==> config.mk <==
export PLATFORM = sky130hd
export DESIGN_NAME = pkt_framer
export DESIGN_NICKNAME = d
export VERILOG_FILES = /design/src/rtl/pkt_framer_pkg.sv /design/src/rtl/pkt_framer_cfg.sv /design/src/rtl/pkt_framer_pack.sv /design/src/rtl/pkt_framer.sv
export SDC_FILE = /design/constraint.sdc
export NUM_CORES = 1
export LEC_CHECK = 0
export BUFFER_PORTS_ARGS = -buffer_cell sky130_fd_sc_hd__buf_4
export CAP_MARGIN = 20
export CORE_AREA = 2 2 214 216
export CTS_BUF_LIST = sky130_fd_sc_hd__clkbuf_4 sky130_fd_sc_hd__clkbuf_8
export CTS_CLUSTER_DIAMETER = 50
export DETAILED_ROUTE_END_ITERATION = 12
export DIE_AREA = 0 0 216 218
export GPL_ROUTABILITY_DRIVEN = 0
export HOLD_SLACK_MARGIN = 0.05
export PLACE_DENSITY = 0.91
export RECOVER_POWER = 25
export SYNTH_ARGS = -nofsm -noshare
export SYNTH_HDL_FRONTEND = slang
export SYNTH_SLANG_ARGS = --single-unit
==> constraint.sdc <==
create_clock -name clk -period 6.5 [get_ports clk]
set_input_delay 1.625 -clock clk [delete_from_list [all_inputs] [get_ports clk]]
set_output_delay 1.625 -clock clk [all_outputs]
set_load 0.05 [all_outputs]
==> src/rtl/pkt_framer_pkg.sv <==
package pkt_framer_pkg;
  localparam int WORD_W     = 32;
  localparam int LANES      = 4;
  localparam int BEAT_W     = WORD_W * LANES;
  localparam int BEAT_BYTES = BEAT_W / 8;
  localparam int CNT_W      = 16;
  localparam int ADDR_W     = 64;
  localparam int CADDR_W    = 3;

  typedef enum logic [1:0] {ST_SIZE, ST_PAY, ST_FOOT} fr_state_e;

  typedef struct packed {
    logic [15:0]       node;
    logic [ADDR_W-1:0] base;
    logic [ADDR_W-1:0] lim;
  } cfg_t;

  // Header: node | byte length | sequence | destination address (low to high)
  function automatic logic [BEAT_W-1:0] make_header(input logic [15:0] node,
                                                    input logic [15:0] len,
                                                    input logic [31:0] seq,
                                                    input logic [ADDR_W-1:0] addr);
    return {addr, seq, len, node};
  endfunction

  function automatic logic [BEAT_W-1:0] make_footer(input logic [CNT_W-1:0] beats,
                                                    input logic err);
    logic [BEAT_W-1:0] f;
    f = '0;
    f[CNT_W-1:0] = beats;
    f[CNT_W]     = err;
    return f;
  endfunction

  // Next destination address: advance by padded size, fall back to base past limit
  function automatic logic [ADDR_W-1:0] addr_step(input logic [ADDR_W-1:0] cur,
                                                  input logic [CNT_W-1:0]  beats,
                                                  input logic [ADDR_W-1:0] base,
                                                  input logic [ADDR_W-1:0] lim);
    logic [ADDR_W-1:0] nxt;
    nxt = cur + (ADDR_W'(beats) << $clog2(BEAT_BYTES));
    return (nxt > lim) ? base : nxt;
  endfunction
endpackage

==> src/rtl/pkt_framer_cfg.sv <==
module pkt_framer_cfg
  import pkt_framer_pkg::*;
(
  input  logic               clk,
  input  logic               rst_n,
  input  logic               we,
  input  logic [CADDR_W-1:0] addr,
  input  logic [WORD_W-1:0]  wdata,
  input  logic               apply,
  output cfg_t               stg,
  output cfg_t               act,
  output logic               addr_pend,
  output logic [ADDR_W-1:0]  addr_val
);
  always_ff @(posedge clk) begin
    if (!rst_n) begin
      stg       <= '{node: '0, base: '0, lim: '1};
      act       <= '{node: '0, base: '0, lim: '1};
      addr_pend <= 1'b0;
      addr_val  <= '0;
    end else begin
      if (apply) begin
        act       <= stg;
        addr_pend <= 1'b0;
      end
      if (we) begin
        case (addr)
          3'd0: stg.node <= wdata[15:0];
          3'd1: begin addr_val[31:0]  <= wdata; addr_pend <= 1'b1; end
          3'd2: begin addr_val[63:32] <= wdata; addr_pend <= 1'b1; end
          3'd3: stg.base[31:0]  <= wdata;
          3'd4: stg.base[63:32] <= wdata;
          3'd5: stg.lim[31:0]   <= wdata;
          3'd6: stg.lim[63:32]  <= wdata;
          default: ;
        endcase
      end
    end
  end
endmodule

==> src/rtl/pkt_framer_pack.sv <==
module pkt_framer_pack
  import pkt_framer_pkg::*;
#(
  parameter int N_LANES = LANES,
  parameter int W       = WORD_W,
  localparam int LIDX_W = $clog2(N_LANES)
)(
  input  logic                clk,
  input  logic                rst_n,
  input  logic                take,
  input  logic [W-1:0]        word,
  input  logic                last,
  output logic                beat_v,
  output logic [W*N_LANES-1:0] beat_data,
  output logic [LIDX_W:0]     lanes_used
);
  logic [LIDX_W-1:0] lane;
  logic [W-1:0]      held [N_LANES-1];
  logic              lane_top;

  assign lane_top   = (lane == LIDX_W'(N_LANES-1));
  assign beat_v     = take && (last || lane_top);
  assign lanes_used = {1'b0, lane} + 1'b1;

  always_ff @(posedge clk) begin
    if (!rst_n) lane <= '0;
    else if (take) lane <= beat_v ? '0 : lane + 1'b1;
  end

  for (genvar g = 0; g < N_LANES; g++) begin : g_lane
    if (g < N_LANES - 1) begin : g_held
      always_ff @(posedge clk) begin
        if (!rst_n) held[g] <= '0;
        else if (take && !beat_v && lane == LIDX_W'(g)) held[g] <= word;
      end
      assign beat_data[g*W +: W] = (lane == LIDX_W'(g)) ? word :
                                   (lane >  LIDX_W'(g)) ? held[g] : '0;
    end else begin : g_top
      assign beat_data[g*W +: W] = (lane == LIDX_W'(g)) ? word : '0;
    end
  end
endmodule

==> src/rtl/pkt_framer.sv <==
module pkt_framer
  import pkt_framer_pkg::*;
(
  input  logic               clk,
  input  logic               rst_n,
  input  logic               cfg_we,
  input  logic [CADDR_W-1:0] cfg_addr,
  input  logic [WORD_W-1:0]  cfg_wdata,
  input  logic               in_valid,
  input  logic [WORD_W-1:0]  in_data,
  input  logic               in_last,
  input  logic               in_err,
  output logic               in_ready,
  output logic               hf_wr,
  output logic [BEAT_W-1:0]  hf_data,
  input  logic               hf_full,
  output logic               pl_wr,
  output logic [BEAT_W-1:0]  pl_data,
  input  logic               pl_full
);
  localparam int LIDX_W = $clog2(LANES);

  fr_state_e         state;
  logic [31:0]       seq;
  logic [ADDR_W-1:0] cur_addr;
  logic [CNT_W-1:0]  beat_cnt;
  logic              err_q;

  cfg_t              stg, act;
  logic              addr_pend;
  logic [ADDR_W-1:0] addr_val;

  // named internal events
  logic take, hdr_fire, pay_take, foot_fire, beat_v;
  logic [LIDX_W:0]   lanes_used;
  logic [ADDR_W-1:0] addr_use;

  assign in_ready  = (state == ST_SIZE) ? !hf_full :
                     (state == ST_PAY)  ? !pl_full : 1'b0;
  assign take      = in_valid && in_ready;
  assign hdr_fire  = take && (state == ST_SIZE);
  assign pay_take  = take && (state == ST_PAY);
  assign foot_fire = (state == ST_FOOT) && !hf_full;
  assign addr_use  = addr_pend ? addr_val : cur_addr;

  pkt_framer_cfg u_cfg (
    .clk(clk), .rst_n(rst_n), .we(cfg_we), .addr(cfg_addr), .wdata(cfg_wdata),
    .apply(hdr_fire), .stg(stg), .act(act), .addr_pend(addr_pend), .addr_val(addr_val)
  );

  pkt_framer_pack u_pack (
    .clk(clk), .rst_n(rst_n), .take(pay_take), .word(in_data), .last(in_last),
    .beat_v(beat_v), .beat_data(pl_data), .lanes_used(lanes_used)
  );

  assign pl_wr   = beat_v;
  assign hf_wr   = hdr_fire || foot_fire;
  assign hf_data = foot_fire ? make_footer(beat_cnt, err_q)
                             : make_header(stg.node, in_data[15:0], seq, addr_use);

  always_ff @(posedge clk) begin
    if (!rst_n) begin
      state    <= ST_SIZE;
      seq      <= '0;
      cur_addr <= '0;
      beat_cnt <= '0;
      err_q    <= 1'b0;
    end else begin
      case (state)
        ST_SIZE: if (hdr_fire) begin
          cur_addr <= addr_use;
          seq      <= seq + 1'b1;
          beat_cnt <= '0;
          err_q    <= in_last && in_err;
          state    <= in_last ? ST_FOOT : ST_PAY;
        end
        ST_PAY: if (pay_take) begin
          if (beat_v) beat_cnt <= beat_cnt + 1'b1;
          if (in_last) begin
            err_q <= in_err;
            state <= ST_FOOT;
          end
        end
        ST_FOOT: if (foot_fire) begin
          cur_addr <= addr_step(cur_addr, beat_cnt, act.base, act.lim);
          state    <= ST_SIZE;
        end
        default: state <= ST_SIZE;
      endcase
    end
  end

  a_r8_hf_no_overflow: assert property (@(posedge clk) disable iff (!rst_n)
    hf_wr |-> !hf_full);
  a_r8_pl_no_overflow: assert property (@(posedge clk) disable iff (!rst_n)
    pl_wr |-> !pl_full);
  a_r2_one_fifo_per_cycle: assert property (@(posedge clk) disable iff (!rst_n)
    !(hf_wr && pl_wr));
  a_r4_pad_zero: assert property (@(posedge clk) disable iff (!rst_n)
    (pl_wr && lanes_used == 1) |-> (pl_data[BEAT_W-1:WORD_W] == '0));
  a_r6_seq_step: assert property (@(posedge clk) disable iff (!rst_n)
    hdr_fire |=> (seq == $past(seq) + 32'd1));
  a_r5_footer_next: assert property (@(posedge clk) disable iff (!rst_n)
    (pay_take && in_last) |=> (!in_ready && (hf_wr == !hf_full)));
endmodule

==> results of run 1 <==
==> state kept, by name, summed over array words and instances, names as in the netlist <==
signal	flops
beat_cnt	16
u_cfg.act	128
u_cfg.stg	144
u_pack.held	96
state	2
cur_addr	64
u_cfg.addr_pend	1
u_cfg.addr_val	64
seq	32
u_pack.lane	2
err_q	1
==> routing by layer <==
metal	share of wire, %	vias to the layer above	wire [um]
li1	-	11462	-
met1	36	11797	31000
met2	45	1721	39200
met3	12	374	10700
met4	6.7	0	5830
met5	0	-	0
==> cell type report <==
class	instances	share of cell area [%]
multi-input combinational	2354	43.0
sequential	550	38.0
timing repair buffer	370	9.01
clock buffer	130	5.25
tap	600	2.39
clock inverter	27	1.25
inverter	91	1.10
==> what timing repair did <==
item                       in CTS  in global routing
buffers inserted                0                  0
gates resized for setup         0                  1
setup endpoints to repair       0                  4
==> power breakdown <==
group          internal, mW  total (mW)  switching (mW)
clock                  2.00        3.44            1.44
combinational         0.232       0.806           0.574
sequential             3.57        3.64          0.0735
==> cell families after synthesis <==
kind of cell	count (synthesis)
and+or+nand+nor	1399
xor gates and xnor gates	90
buffers and inverters	304
DFF	550
AOI/OAI and AO/OA	641
muxes	136
adders and majority gates	88
==> critical path: cells and delay by family, from the launching register on <==
kind,cells,cell delay (ps)
buffers and inverters,1,270
and+or+nand+nor,3,970
adders and majority gates,2,650
AOI/OAI and AO/OA,11,3280
xor gates and xnor gates,1,200
DFF,1,460
==> layout by cell type, fill, tap and decap left out, types with 50 or more instances in the layout <==
cell type  synthesis  layout
a21oi_1          304     304
and2_1           137     136
buf_4              4     352
clkbuf_8           0     108
dfxtp_1          454     453
edfxtp_1          96      96
ha_1              87      86
inv_1             90      90
mux2i_1          101     101
nand2_1          814     813
nand3_1          112     112
nor2_1           154     150
nor2b_1           50      50
o211ai_1          70      70
o21ai_0           86      86
xnor2_1           51      51
==> synthesized netlist by cell type (all sizes together), types with 6 or more instances <==
cell,instances
xor2,39
a22oi,23
o21a,13
nand3,112
nand2b,7
buf,26
mux2i,101
or3,15
nor2,154
nand2,814
edfxtp,96
o21ai,98
xnor2,51
a31oi,10
nor3,19
o31a,13
a21o,14
inv,91
mux2,35
dfxtp,454
nor2b,50
a21oi,305
and2,138
a221oi,6
o221ai,29
a22o,32
and4,7
nand4,43
and3,21
ha,87
nor4,6
clkbuf,187
a211oi,7
o211ai,70
==> worst paths after layout <==
path | start | end | slack [ps] | cells past startpoint
setup reg to reg | beat_cnt[8]$_SDFFE_PN0P_ | cur_addr[2]$_SDFFE_PN0P_ | 420 | 18
hold / removal | u_cfg.stg[109]$_SDFFE_PN0P_ | u_cfg.act[109]$_SDFFE_PN0P_ | 440 | 2
hold reg to reg | u_cfg.stg[109]$_SDFFE_PN0P_ | u_cfg.act[109]$_SDFFE_PN0P_ | 440 | 2
setup / recovery | beat_cnt[8]$_SDFFE_PN0P_ | cur_addr[2]$_SDFFE_PN0P_ | 420 | 18
==> impl_metrics.ini, run 1 <==
[run_status]
outcome = finished, violations left
failed_checks = capacitance limit, slew limit

[synthesis]
syn-cell-area_um2 = 26600
muxShareOfSynthArea_pct = 5.28
async_flop_share_pct = 0
syn_inst = 3208
synth_top_family_by_area = simple AND/OR/NAND/NOR gates
synth_xor_area_share_pct = 2.96
syn_area_per_cell_um2 = 8.30
ys_seq_area_share_pct = 44.9
yosysWarnings = 0
synth_top_area_share_pct = 34.1
synthAdderAreaFrac_pct = 4.16
synth_cell_types = 66
synth_top_area_cell = dfxtp_1
synth-seq-cells = 550
synthFlopType = dfxtp_1
synth-edff-count = 96
synth-simple-area-share_pct = 23.4
syn_nets = 3371
synth_compound_area_share_pct = 14.8
synth.area.top_cells = dfxtp_1 (34%), nand2_1 (11%), edfxtp_1 (11%)

[global_routing]
grt_pass1_wl_um = 133000
grt_usage_pct = 35.7
grt.met3_usage_pct = 9.04
grt_pass1_vias = 23712
grt-ovfl-total = 0
grt_max_degree = 179
grt_antenna_before_repair = 0
busiest_layer = met2
gr-usage-met2_pct = 57.5
grtUsageMet1_pct = 43.0

[worst_setup_path]
cp_cell_sequence = ha_1 > a21o_1 > o21bai_1 > a311o_1 > o211ai_1 > nand2_1 > nand4_1 > xnor2_1 > ha_1 > a21oi_1 > o21ai_1 > a221oi_1 > o311ai_0 > o31ai_2 > nand2_1 > buf_12 > o21ai_0 > a221oi_1
startpoint_type = flop
cp.required_ps = 6950
crit_slowest_cell = o21ai_0
cp_max_fo = 35
cp.arrival_ps = 6530
path_class = reg2reg
slowest_delay_ps = 540
cp-end-kind = flop

[timing]
setup_ws_ps = 419
setup_viol = 0
rsz0062_at_grt = no
period_minus_slack_ps = 6080
finalClockSkew_ps = 44.5
fin_setup_tns_ps = 0
hold_viol = 0
hold_ws_ps = 439
post-route-period-util_pct = 93.6
final_max_slew_viol_count = 531
fmax_ghz = 0.164
tightest_slew_ps = 3750
slew_headroom_pct = -150

[cts]
clockBufferDepth = 3
path_clk_slew_ps = 60
clk_latency_ps = 710
cts.sinks = 550
cts_root_buffer = clkbuf_8
cts.htree.levels = 3
holdBufCountCts = 0
cts_buffers = 87
cts_tree = built

[pwr]
vdd_drop_max_v = 0.000221
p_leak_nw = 13.5
power_mw = 7.89
p_per_area_nw_per_um2 = 251

[placement]
preCtsSetupSlack_ps = 648
place_inst = 3963
numPortBuffers = 333
placed_cell_area_um2 = 29400
hpwl_um = 57100

[drt]
viasPerCell = 6.15
drc = 0
drt-pass1-iter-count = 7
vias = 25354
wl_per_cell_um = 21.0
ant_nets = 0
wirelength_um = 86700
drt_iter0_markers = 3341

[floorplan]
die_w_um = 216
rows = 78
start_util_pct = 59.3
dieArea_um2 = 47100
core_area_um2 = 44900
io-pin-count = 334
die_h_um = 218

[cells_and_area]
antenna_cells = 0
multi_input_area_um2 = 13500
drive_above_1_share_pct = 16.3
final_cell_count_no_fill = 4122
fin_nets = 3617
final_area_um2 = 31500
utilization_pct = 70.1
area_delta_synth_final_pct = 18.2
fill_cells = 3249
register_area_um2 = 12000

[worst_hold_path]
hp-class = reg2reg

[run]
maxCapViolations = 11
(Power assumes the default switching activity.)
==> run 2, diff against run 1 <==
--- a/config.mk
+++ b/config.mk
@@ -7,15 +7,16 @@
 export LEC_CHECK = 0
 export BUFFER_PORTS_ARGS = -buffer_cell sky130_fd_sc_hd__buf_4
 export CAP_MARGIN = 20
-export CORE_AREA = 2 2 214 216
+export CORE_AREA = 2 2 222 224
 export CTS_BUF_LIST = sky130_fd_sc_hd__clkbuf_4 sky130_fd_sc_hd__clkbuf_8
 export CTS_CLUSTER_DIAMETER = 50
 export DETAILED_ROUTE_END_ITERATION = 12
-export DIE_AREA = 0 0 216 218
+export DIE_AREA = 0 0 224 226
 export GPL_ROUTABILITY_DRIVEN = 0
 export HOLD_SLACK_MARGIN = 0.05
 export PLACE_DENSITY = 0.91
 export RECOVER_POWER = 25
 export SYNTH_ARGS = -nofsm -noshare
 export SYNTH_HDL_FRONTEND = slang
+export SYNTH_HIERARCHICAL = 1
 export SYNTH_SLANG_ARGS = --single-unit
==> impl_metrics.ini, run 2 <==
[run_status]
outcome = finished, violations left
failed_checks = capacitance limit, slew limit

[placement]
numPortBuffers = 333
preCtsSetupSlack_ps = 912
placed_cell_area_um2 = 31100
hpwl_um = 57200

[floorplan]
die_w_um = 224
start_util_pct = 58.9
core_area_um2 = 48300
io-pin-count = 334
dieArea_um2 = 50600
die_h_um = 226
rows = 81

[drt]
drc = 0
ant_nets = 0
wirelength_um = 86800
wl_per_cell_um = 21.6
vias = 24856
drt-pass1-iter-count = 6
drt_iter0_markers = 2778
viasPerCell = 6.18

[worst_setup_path]
cp.required_ps = 6830
r2r_cells = 18
worstReg2RegEnd = cur_addr[47]$_SDFFE_PN0P_
cp-end-kind = flop
startpoint_type = input pin
timing.rr.start = beat_cnt[1]$_SDFFE_PN0P_
rrSetupSlack_ps = 660
cp.arrival_ps = 6430
path_class = in2reg
cp_max_fo = 68

[cells_and_area]
multi_input_area_um2 = 15100
final_common_cell = dfxtp_1
utilization_pct = 68.5
final_area_um2 = 33100
drive_above_1_share_pct = 18.5
fin_nets = 3484
largest_reg_flops = 144
fill_cells = 3472
area_delta_synth_final_pct = 16.3
reg_top3 = u_cfg/stg (144), u_cfg/act (128), u_pack/held (96)
register_area_um2 = 12000
final_cell_mix = dfxtp_1 (453), mux2i_1 (442), nand2_1 (426), buf_4 (356), nor2_1 (219)
largest_register = u_cfg/stg

[global_routing]
grt_usage_pct = 33.0
grt_max_degree = 222
grt_pass1_wl_um = 131000
grt-ovfl-total = 0
grt_pass1_vias = 23675
grt_antenna_before_repair = 4

[pwr]
p_comb_share_pct = 8.6
vdd_drop_max_v = 0.000175
p_sw_share_pct = 25.2
intPower_mw = 5.62
p_per_area_nw_per_um2 = 227
seqPwrFrac_pct = 47.6
clock_power_share_pct = 43.8
p_leak_nw = 14.6
switching_power_mw = 1.89

[timing]
post-route-period-util_pct = 93.9
setup_viol = 0
fin_setup_tns_ps = 0
hold_viol = 0
finalClockSkew_ps = 26.8
rsz0062_at_grt = no
final_max_slew_viol_count = 626
tightest_slew_ps = 4210
setup_ws_ps = 398
period_minus_slack_ps = 6100
slew_headroom_pct = -180
fmax_ghz = 0.164

[synthesis]
yosysWarnings = 6
syn_area_per_cell_um2 = 9.23
syn-cell-area_um2 = 28500
syn_nets = 3245
syn_inst = 3083

[cts]
holdBufCountCts = 0
cts_root_buffer = clkbuf_8
cts.htree.levels = 3
cts_setup_buffers = 0
cts_buffers = 90
clockBufferDepth = 3
clk_latency_ps = 700
path_clk_slew_ps = 60
cts_tree = built
cts.sinks = 550
ctsResizeCount = 0

[worst_hold_path]
hp-class = reg2reg
hold-path-cell-count = 2
min_to = u_cfg/stg[114]$_SDFFE_PN0P_
worstHoldStart = u_cfg/stg[114]$_SDFFE_PN0P_

[run]
maxCapViolations = 9
[run 2: changes by cell type in the layout (fill, tap and decap cells not counted), sizes merged, moves of 25 or more]
cell | before | now
a21oi | 305 | 68
a32oi | 1 | 36
and2 | 138 | 42
mux2i | 101 | 442
nand2 | 814 | 427
nand3 | 112 | 84
nor2 | 154 | 219
nor2b | 50 | 210
nor3 | 19 | 48
o211ai | 70 | 4
o22ai | 0 | 25
[run 2: worst max-delay path by stage]
stage                                   from                              end  cells after the start
global placement    beat_cnt[1]$_SDFFE_PN0P_         cur_addr[0]$_SDFFE_PN0P_                     18
CTS                 beat_cnt[1]$_SDFFE_PN0P_         cur_addr[2]$_SDFFE_PN0P_                     18
floorplan                            hf_full  u_pack/held[0][0]$_SDFFCE_PN0P_                      8
global route                         hf_full  u_pack/held[0][4]$_SDFFCE_PN0P_                      8
detailed placement  beat_cnt[1]$_SDFFE_PN0P_         cur_addr[2]$_SDFFE_PN0P_                     18
finish                               hf_full  u_pack/held[0][7]$_SDFFCE_PN0P_                      8
[run 2: worst max-delay path, cell delays in order]
cell	delay (ps)
clkbuf_1	320
mux2i_1	390
and3_1	240
and3_1	300
clkbuf_1	2090
nand2_1	330
o21ai_2	640
buf_4	450
[run 2: metrics by stage]
step                      hold WS, ps  power, mW  instances
after floorplan                   434       4.05       3083
after global placement            442       4.26       3849
after detailed placement          449       4.27       3849
after CTS                         459       7.50       4013
after global routing              481       7.71       4017
final                             459       7.50       4019
[run 2: cell type report]
cell class                 instances  area share, %
multi-input combinational       2195           45.7
sequential                       550           36.2
timing repair buffer             372           8.49
clock buffer                     145           5.44
tap                              622           2.35
inverter                         113           1.30
clock inverter                    19          0.544
antenna                            3         0.0227
[run 2: power groups by stage]
stage	Clock, mW	Combinational (mW)	Sequential (mW)
3_5_place_dp	0	0.625	3.64
2_1_floorplan	0	0.426	3.63
5_1_grt	3.45	0.674	3.58
4_1_cts	3.30	0.631	3.57
6_report	3.28	0.648	3.57
3_3_place_gp	0	0.618	3.64
[run 2: routing by layer]
| metal | vias up | wire, um | track usage, % | share of wire (%) |
|---|---|---|---|---|
| met5 | - | 22 | 0 | 0.025 |
| met4 | 4 | 6660 | 24.3 | 7.7 |
| met3 | 403 | 8110 | 6.99 | 9.3 |
| met2 | 1516 | 40900 | 55.1 | 47 |
| met1 | 11724 | 31100 | 37.5 | 36 |
| li1 | 11209 | - | - | - |
